==> src/rtl/irqc_pkg.sv <==
package irqc_pkg;

   typedef enum logic [1:0] {
      SEL_PEND = 2'd0,
      SEL_MASK = 2'd1,
      SEL_VEC  = 2'd2,
      SEL_RSVD = 2'd3
   } reg_sel_e;

   localparam int unsigned SEL_W = 2;

endpackage

==> src/rtl/irqc_pending.sv <==
module irqc_pending #(
   parameter  int unsigned PAIRS = 8,
   localparam int unsigned W     = 2 * PAIRS
) (
   input  logic             clk,
   input  logic             rst_n,
   input  logic [PAIRS-1:0] ext_lines,
   input  logic [PAIRS-1:0] int_lines,
   input  logic             clr_en,
   input  logic [PAIRS-1:0] clr_ext,
   output logic [W-1:0]     pend_q
);

   logic [PAIRS-1:0] ext_prev_q;
   logic [PAIRS-1:0] ext_rise;
   logic [W-1:0]     pend_d;

   for (genvar k = 0; k < PAIRS; k++) begin : g_pair
      assign ext_rise[k]     = ext_lines[k] & ~ext_prev_q[k];
      // sticky edge bit: a new edge wins over a clearing write
      assign pend_d[2*k]     = ext_rise[k] | (pend_q[2*k] & ~(clr_en & clr_ext[k]));
      // level bit: tracks the line one clock late
      assign pend_d[2*k + 1] = int_lines[k];
   end

   always_ff @(posedge clk or negedge rst_n) begin
      if (!rst_n) begin
         ext_prev_q <= '0;
         pend_q     <= '0;
      end else begin
         ext_prev_q <= ext_lines;
         pend_q     <= pend_d;
      end
   end

endmodule

==> src/rtl/irqc_prio_enc.sv <==
module irqc_prio_enc #(
   parameter  int unsigned W         = 16,
   parameter  bit          LOW_FIRST = 1'b1,
   localparam int unsigned IDX_W     = (W > 1) ? $clog2(W) : 1
) (
   input  logic [W-1:0]     req,
   output logic             hit,
   output logic [IDX_W-1:0] idx
);

   assign hit = |req;

   if (LOW_FIRST) begin : g_low
      always_comb begin
         idx = '0;
         for (int i = W - 1; i >= 0; i--) begin
            if (req[i]) idx = IDX_W'(i);
         end
      end
   end else begin : g_high
      always_comb begin
         idx = '0;
         for (int i = 0; i < W; i++) begin
            if (req[i]) idx = IDX_W'(i);
         end
      end
   end

endmodule

==> src/rtl/irqc_regs.sv <==
module irqc_regs
   import irqc_pkg::*;
#(
   parameter int unsigned W     = 16,
   parameter int unsigned VEC_W = 8
) (
   input  logic             clk,
   input  logic             rst_n,
   input  logic [SEL_W-1:0] sel,
   input  logic             wr,
   input  logic [W-1:0]     wdata,
   input  logic [W-1:0]     pend,
   input  logic [VEC_W-1:0] vec,
   output logic [W-1:0]     mask_q,
   output logic             clr_en,
   output logic [W-1:0]     rdata
);

   reg_sel_e sel_e;
   assign sel_e  = reg_sel_e'(sel);
   assign clr_en = wr && (sel_e == SEL_PEND);

   always_ff @(posedge clk or negedge rst_n) begin
      if (!rst_n)                          mask_q <= '0;
      else if (wr && (sel_e == SEL_MASK))  mask_q <= wdata;
   end

   always_comb begin
      unique case (sel_e)
         SEL_PEND: rdata = pend;
         SEL_MASK: rdata = mask_q;
         SEL_VEC:  rdata = W'(vec);
         default:  rdata = '0;
      endcase
   end

endmodule

==> src/rtl/vec_irq_ctrl.sv <==
module vec_irq_ctrl
   import irqc_pkg::*;
#(
   parameter  int unsigned      PAIRS       = 8,
   parameter  int unsigned      STRIDE_LOG2 = 2,
   parameter  int unsigned      VEC_W       = 8,
   parameter  logic [VEC_W-1:0] NONE_CODE   = 8'hFF,
   parameter  bit               LOW_FIRST   = 1'b1,
   localparam int unsigned      NUM_SRC     = 2 * PAIRS,
   localparam int unsigned      IDX_W       = $clog2(NUM_SRC)
) (
   input  logic               clk,
   input  logic               rst_n,
   input  logic [PAIRS-1:0]   int_req_i,
   input  logic [PAIRS-1:0]   ext_req_i,
   input  logic [SEL_W-1:0]   bus_sel_i,
   input  logic               bus_wr_i,
   input  logic [NUM_SRC-1:0] bus_wdata_i,
   output logic [NUM_SRC-1:0] bus_rdata_o,
   output logic               irq_o
);

   if (PAIRS < 1) begin : g_chk_pairs
      $error("vec_irq_ctrl: PAIRS must be at least 1");
   end
   if (((NUM_SRC - 1) << STRIDE_LOG2) >= int'(NONE_CODE)) begin : g_chk_code
      $error("vec_irq_ctrl: largest vector collides with the idle code");
   end
   if (NUM_SRC < VEC_W) begin : g_chk_width
      $error("vec_irq_ctrl: read port narrower than vector code");
   end

   logic [NUM_SRC-1:0] pend_q;
   logic [NUM_SRC-1:0] mask_q;
   logic [NUM_SRC-1:0] active;
   logic [PAIRS-1:0]   clr_ext;
   logic               clr_en;
   logic               hit;
   logic [IDX_W-1:0]   win_idx;
   logic [VEC_W-1:0]   vec_d;
   logic [VEC_W-1:0]   vec_q;
   logic               irq_q;

   for (genvar k = 0; k < PAIRS; k++) begin : g_clr
      assign clr_ext[k] = bus_wdata_i[2*k];
   end

   irqc_pending #(.PAIRS(PAIRS)) u_pend (
      .clk       (clk),
      .rst_n     (rst_n),
      .ext_lines (ext_req_i),
      .int_lines (int_req_i),
      .clr_en    (clr_en),
      .clr_ext   (clr_ext),
      .pend_q    (pend_q)
   );

   assign active = pend_q & mask_q;

   irqc_prio_enc #(.W(NUM_SRC), .LOW_FIRST(LOW_FIRST)) u_enc (
      .req (active),
      .hit (hit),
      .idx (win_idx)
   );

   assign vec_d = hit ? (VEC_W'(win_idx) << STRIDE_LOG2) : NONE_CODE;

   always_ff @(posedge clk or negedge rst_n) begin
      if (!rst_n) begin
         vec_q <= NONE_CODE;
         irq_q <= 1'b0;
      end else begin
         vec_q <= vec_d;
         irq_q <= hit;
      end
   end

   irqc_regs #(.W(NUM_SRC), .VEC_W(VEC_W)) u_regs (
      .clk    (clk),
      .rst_n  (rst_n),
      .sel    (bus_sel_i),
      .wr     (bus_wr_i),
      .wdata  (bus_wdata_i),
      .pend   (pend_q),
      .vec    (vec_q),
      .mask_q (mask_q),
      .clr_en (clr_en),
      .rdata  (bus_rdata_o)
   );

   assign irq_o = irq_q;

endmodule

==> config.mk <==
export PLATFORM = sky130hd
export DESIGN_NAME = vec_irq_ctrl
export DESIGN_NICKNAME = d
export VERILOG_FILES = /design/src/rtl/irqc_pkg.sv /design/src/rtl/irqc_pending.sv /design/src/rtl/irqc_prio_enc.sv /design/src/rtl/irqc_regs.sv /design/src/rtl/vec_irq_ctrl.sv
export SDC_FILE = /design/constraint.sdc
export NUM_CORES = 1
export LEC_CHECK = 0
export BUFFER_PORTS_ARGS = -buffer_cell sky130_fd_sc_hd__buf_2
export CORE_MARGIN = 1.5
export CORE_UTILIZATION = 25
export DETAILED_ROUTE_END_ITERATION = 8
export SYNTH_ARGS = -nofsm -noshare
export SYNTH_HDL_FRONTEND = slang
export SYNTH_SLANG_ARGS = --single-unit
export TNS_END_PERCENT = 30
==> constraint.sdc <==
create_clock -name clk -period 3 [get_ports clk]
set_input_delay 0.15 -clock clk [delete_from_list [all_inputs] [get_ports clk]]
set_output_delay 0.15 -clock clk [all_outputs]
set_load 0.02 [all_outputs]
## Yosys cells after proc, flatten, opt, wreduce, memory -nomap -nowiden

Index checks and enable logic that the tools add are counted.

- Bits in registers: 49
- Input port bits: 37
- Output and inout bits: 17
- Word-level logic and storage cells: 78

- Equality and inequality tests: 2
- Muxes and demuxes: 18
- Bitwise operators: 49
- Reduce and logical (&&, ||, !) cells: 4

Operators by type and width:

| operator | count |
|---|---|
| 4-bit 2-to-1 mux | 16 |
| 16-bit case mux with 3 select lines | 1 |
| 1-bit bitwise AND | 24 |
| 16-bit bitwise AND | 1 |
| 1-bit inverter | 16 |
| 16-bit OR reduction | 1 |
| 8-bit 2-to-1 mux | 1 |
| 1-bit OR | 8 |
| 2-bit by 1-bit equality test with 1-bit output, second input constant | 1 |
| 2-bit equality test, second input constant | 1 |
| 1-bit logical AND | 2 |
| 2-bit logical NOT | 1 |

## Depth between registers and ports, before layout

- Depth in word-level cells: 18
- Mapped depth: 5
- Depth with buffers taken out: 4

## Cells and area by module

From an unflattened synthesis, not the netlist that was laid out.

- Cell total of the unflattened synthesis: 183
- Area, all modules: 2,157.1 um2

By module, submodules not included:

| module | times used | cells each | area an instance (um2) | sequential area each (um2) |
|---|---|---|---|---|
| irqc_regs | 1 | 73 | 957.2 | 400.4 |
| irqc_pending | 1 | 49 | 738.2 | 600.6 |
| vec_irq_ctrl | 1 | 27 | 285.3 | 156.4 |
| irqc_prio_enc | 1 | 34 | 176.4 | 0.0 |

## Least setup slack after synthesis

Ideal clock, no wire load.

- Path type: reg-to-reg
- Start: register u_pend.pend_q[6]
- End: register vec_q[2]
- Setup time: 0.098 ns
- Arrival: 1.160 ns
- Required time: 2.902 ns
- Setup slack: 1.742 ns
- Cell stages (with the launch flop): 5
- Path buffers: 0
- Period minus slack after synthesis: 1.258 ns
- Cell sequence: dfrtp_1 > a22o_4 > nor4_4 > nand4_2 > o311ai_1

- Elaborated cells between the ends (all ways): 10
- Those cells by class: mux (8); bitwise (1); reduce/logical (1)

RTL lines:

| item | RTL line | RTL |
|---|---|---|
| start: declaration | irqc_pending.sv:11 | `output logic [W-1:0] pend_q` |
| start signal: assignment | irqc_pending.sv:32 | `pend_q <= pend_d;` |
| 16-bit bitwise AND | vec_irq_ctrl.sv:58 | `assign active = pend_q & mask_q;` |
| 16-bit OR reduction | irqc_prio_enc.sv:11 | `assign hit = \|req;` |
| named net hit | vec_irq_ctrl.sv:38 | `logic hit;` |
| 8-bit 2-to-1 mux | vec_irq_ctrl.sv:66 | `assign vec_d = hit ? (VEC_W'(win_idx) << STRIDE_LOG2) : NONE_CODE;` |
| named net vec_d[2] | vec_irq_ctrl.sv:40 | `logic [VEC_W-1:0] vec_d;` |
| end signal: assignment | vec_irq_ctrl.sv:73 | `vec_q <= vec_d;` |
| end: declaration | vec_irq_ctrl.sv:41 | `logic [VEC_W-1:0] vec_q;` |

The timed path passes the listed nets, and every way through them passes these cells.
A chain may end at the register's enable or synchronous reset.

## Worst setup path after layout

Ends and elaborated chain as after synthesis.

==> results by stage <==
GRT:
- In the global route stage, overall resource usage came out at 0.112.
- The via count of the first global-routing pass was 1,438.
- The initial antenna violation count was 0.
- The total overflow reported by the global router is 0.
- The first global-routing pass estimated about 7.2 mm of wire.
- The maximum number of pins on one net before global-route repair is 47.

Timing:
- Headroom to the max-slew limit came out at 0.328.
- Timing would allow up to 0.717 GHz.
- The number of hold violations in the final report is 0.
- Setup repair after global routing left no endpoint under its margin.
- For the pin with the worst max-slew slack, the measured transition is 1010 ps.
- Setup violations remaining at the end of the flow were counted as 0.
- The max-slew violation total from the final report is 0.
- Between clock sinks in the finished design, the worst skew comes to around 4.6 ps.
- The minimum clock period is 1390 ps.
- Dividing the final minimum period by the clock period gives 0.465.
- The final setup TNS is 0 ps.

Die:
- For this configuration, the core starts out at a cell density of 0.262.
- The overall die height is a little over 90 um.
- The total die area is 8730 um2.
- The total area inside the core boundary comes to 7810 um2.
- The die extent in x is 93.4 um.
- The number of top-level pins is 54.
- Row generation in the floorplan step produced 32 rows.

Yosys:
- For this run, asynchronously set or reset flops after synthesis account for 1.00.
- The synthesized flop and latch total is 46.
- The post-synthesis cell type count is 30.
- The post-synthesis net count is between 200 and 250.
- After technology mapping, the gate count stands at 176.
- For this run, the leading register cell type out of synthesis is dfrtp_1.
- After synthesis, the most frequently instantiated cells are 41 x dfrtp_1, 30 x nand2_1, 17 x o21ai_0.
- Sorting the synthesized cells by area gives the leading types as dfrtp_1 50%, mux2_2 8.8%, mux2i_1 7.8%, dfstp_2 6.4%, nand2_1 5.5%.
- The total standard cell area after synthesis is 2040 um2.
- The synthesized area per cell is approximately 12 um2.
- Summed over all instances, the cell type with the most area after synthesis is dfrtp_1.
- The proportion of netlist area held by the largest area contributor is 0.502.
- The number of flops mapped to enable cells by yosys is 0.
- The sequential fraction of the synthesis area is 0.566.
- The total of warnings raised by yosys is 0.
- dfrtp_1 is the most common cell in the netlist.

Pwr:
- The design draws 0.00144 W.
- The peak supply drop is 0.197 mV.
- The leakage component of the power is ~1.3 nW.
- The power per cell area is 544 nW/um2.

CTS:
- The count of instances resized after the clock tree is built is 0.
- The clock-pin transition on the worst setup and hold timing paths is 80 ps.
- In this run the number of H-tree levels came out at 2.
- The total clock buffers created by CTS is 5.
- The source-to-sink clock delay at the later pin of the worst-skew pair is 290 ps.
- CTS saw 46 sinks.
- In this run the clock root is driven by a clkbuf_8.
- The buffers inserted during post-CTS setup optimization is 0.
- The clock passes through at most 2 buffers.
- The CTS tree is done.
- The number of hold buffers added after CTS was 16.

Final layout:
- The fraction of final layout cells sized beyond drive strength 1 is 0.340.
- The count of antenna diodes in the layout is 0.
- The finished cells cover around 2600 um2.
- The final-stage net count is 284.
- The area growth from synthesis to layout is 29.3%.

Critical path:
- The worst register-to-register path has a depth of 4.
- The critical path in this run is classified as reg -> reg.
- In this run the critical register-to-register path is captured at vec_q[2]$_DFF_PN1_.
- In this run the critical register-to-register path is launched from u_pend.pend_q[6]$_DFF_PN0_.
- The slowest stage cell on the critical path is dfrtp_1.
- At the worst endpoint, the arrival time is 1590 ps.
- STA classifies the critical path endpoint as a flop.
- The type of element launching the critical path is a flop.
- The signal on the critical path passes through a22o_4 > nor4_4 > nand4_2 > o311ai_1.
- The maximum cell stage delay along the critical path is 430 ps.
- Setup slack on the worst reg-to-reg path comes out at 1610 ps.
- For the worst setup path, the data required time is ~3200 ps.
- Of all nets on the critical path, the largest fanout is 4.

Route:
- In the routed design, unresolved DRC markers number 0.
- The remaining number of nets flagged by the antenna check after routing is 0.
- The total number of vias is 1,500.
- The via density per instance is 4.30.
- The number of detailed-route iterations in the first pass is 6.
- In this run, the number of DRC markers left after iteration 0 of detailed routing was 80.
- The mean routed wirelength per cell is approximately 13 um.
- The final layout contains routed wiring with a total length of 4.58 mm.

Run status:
- The flow ran to the end, and the final reports show no timing, DRC or antenna violations.

Placement:
- Detailed placement ended at an HPWL of 3.47 mm.
- The congestion estimate from routability-driven global placement came to about 0.78.
- The placed instance area is around 2400 um2.
- The total of buffers placed on input and output ports is 53.

Min path:
- The min-delay analysis places its worst path in the category in -> async.

Run:
- The number of max-capacitance violations reported is 0.
stage by stage:
step | hold slack (ps) | worst slack (ps) | instances | utilization
floorplan | -146 | 1740 | 176 | -
global placement | 258 | 1510 | 326 | 0.308
detailed placement | 260 | 1510 | 326 | 0.308
CTS | 71.3 | 1580 | 349 | 0.338
global route | 84.3 | 1480 | 349 | 0.338
finish | 30.8 | 1610 | 349 | 0.338
state kept, by name (all words and copies together) (netlist names):
register,cells
u_pend.pend_q,16
u_regs.mask_q,16
irq_o,1
vec_q,5
u_pend.ext_prev_q,8
worst max path at each step:
stage	startpoint	endpoint	slack [ps]
detailed placement	bus_sel_i[0]	u_regs.mask_q[14]$_DFFE_PN0P_	1510
finish	u_pend.pend_q[6]$_DFF_PN0_	vec_q[2]$_DFF_PN1_	1610
floorplan	bus_sel_i[0]	bus_rdata_o[0]	1740
global placement	bus_sel_i[0]	u_regs.mask_q[9]$_DFFE_PN0P_	1510
global route	u_pend.pend_q[6]$_DFF_PN0_	vec_q[2]$_DFF_PN1_	1480
CTS	bus_sel_i[0]	bus_rdata_o[6]	1580
cell usage in the layout, fill, tap and decap left out, drive strengths merged, types with 2 or more instances in the layout:
master       count
a211oi           2
a22o             6
mux2            16
nor3b            2
clkbuf           7
nor3             2
dlygate4sd3     16
nand2           30
buf             53
mux2i           16
and2             2
dfstp            5
nor2             8
a21oi            3
o21ai           17
nor2b            2
inv              9
dfrtp           41
cell type report:
type,instances,area [um2]
timing repair buffer,69,425
fill,807,5160
tap,102,128
multi-input combinational,116,822
inverter,9,33.8
clock buffer,7,76.3
sequential,46,1160
cells by family (layout without fill, tap and decap cells):
logic type | Yosys count | after routing | synth area share
muxes | 32 | 32 | 0.166
AOI/OAI and AO/OA | 34 | 34 | 0.110
DFF | 46 | 46 | 0.566
buffers and inverters | 14 | 85 | 0.0318
and+or+nand+nor | 50 | 50 | 0.125
metal layers:
layer | global-route usage | part of all wire | vias up
met4 | 0.0455 | 0.015 | 0
li1 | - | - | 760
met5 | 0 | 0 | -
met3 | 0.0276 | 0.051 | 7
met2 | 0.165 | 0.44 | 40
met1 | 0.155 | 0.50 | 693
worst max-delay path: cells and delay by family, from the launching register on:
family | cells | cell delay [ps]
flip-flops | 1 | 430
AND/OR/NAND/NOR | 2 | 460
AO/OA/AOI/OAI | 2 | 410
power breakdown:
| group | switching (W) | leakage, nW | internal (W) | total (W) |
|---|---|---|---|---|
| combinational | 0.000166 | 0.702 | 0.000154 | 0.000320 |
| clock | 0.000191 | 0.0383 | 0.000161 | 0.000352 |
| sequential | 0.0000631 | 0.515 | 0.000703 | 0.000767 |
No activity file was read; power rests on OpenSTA's default activity.
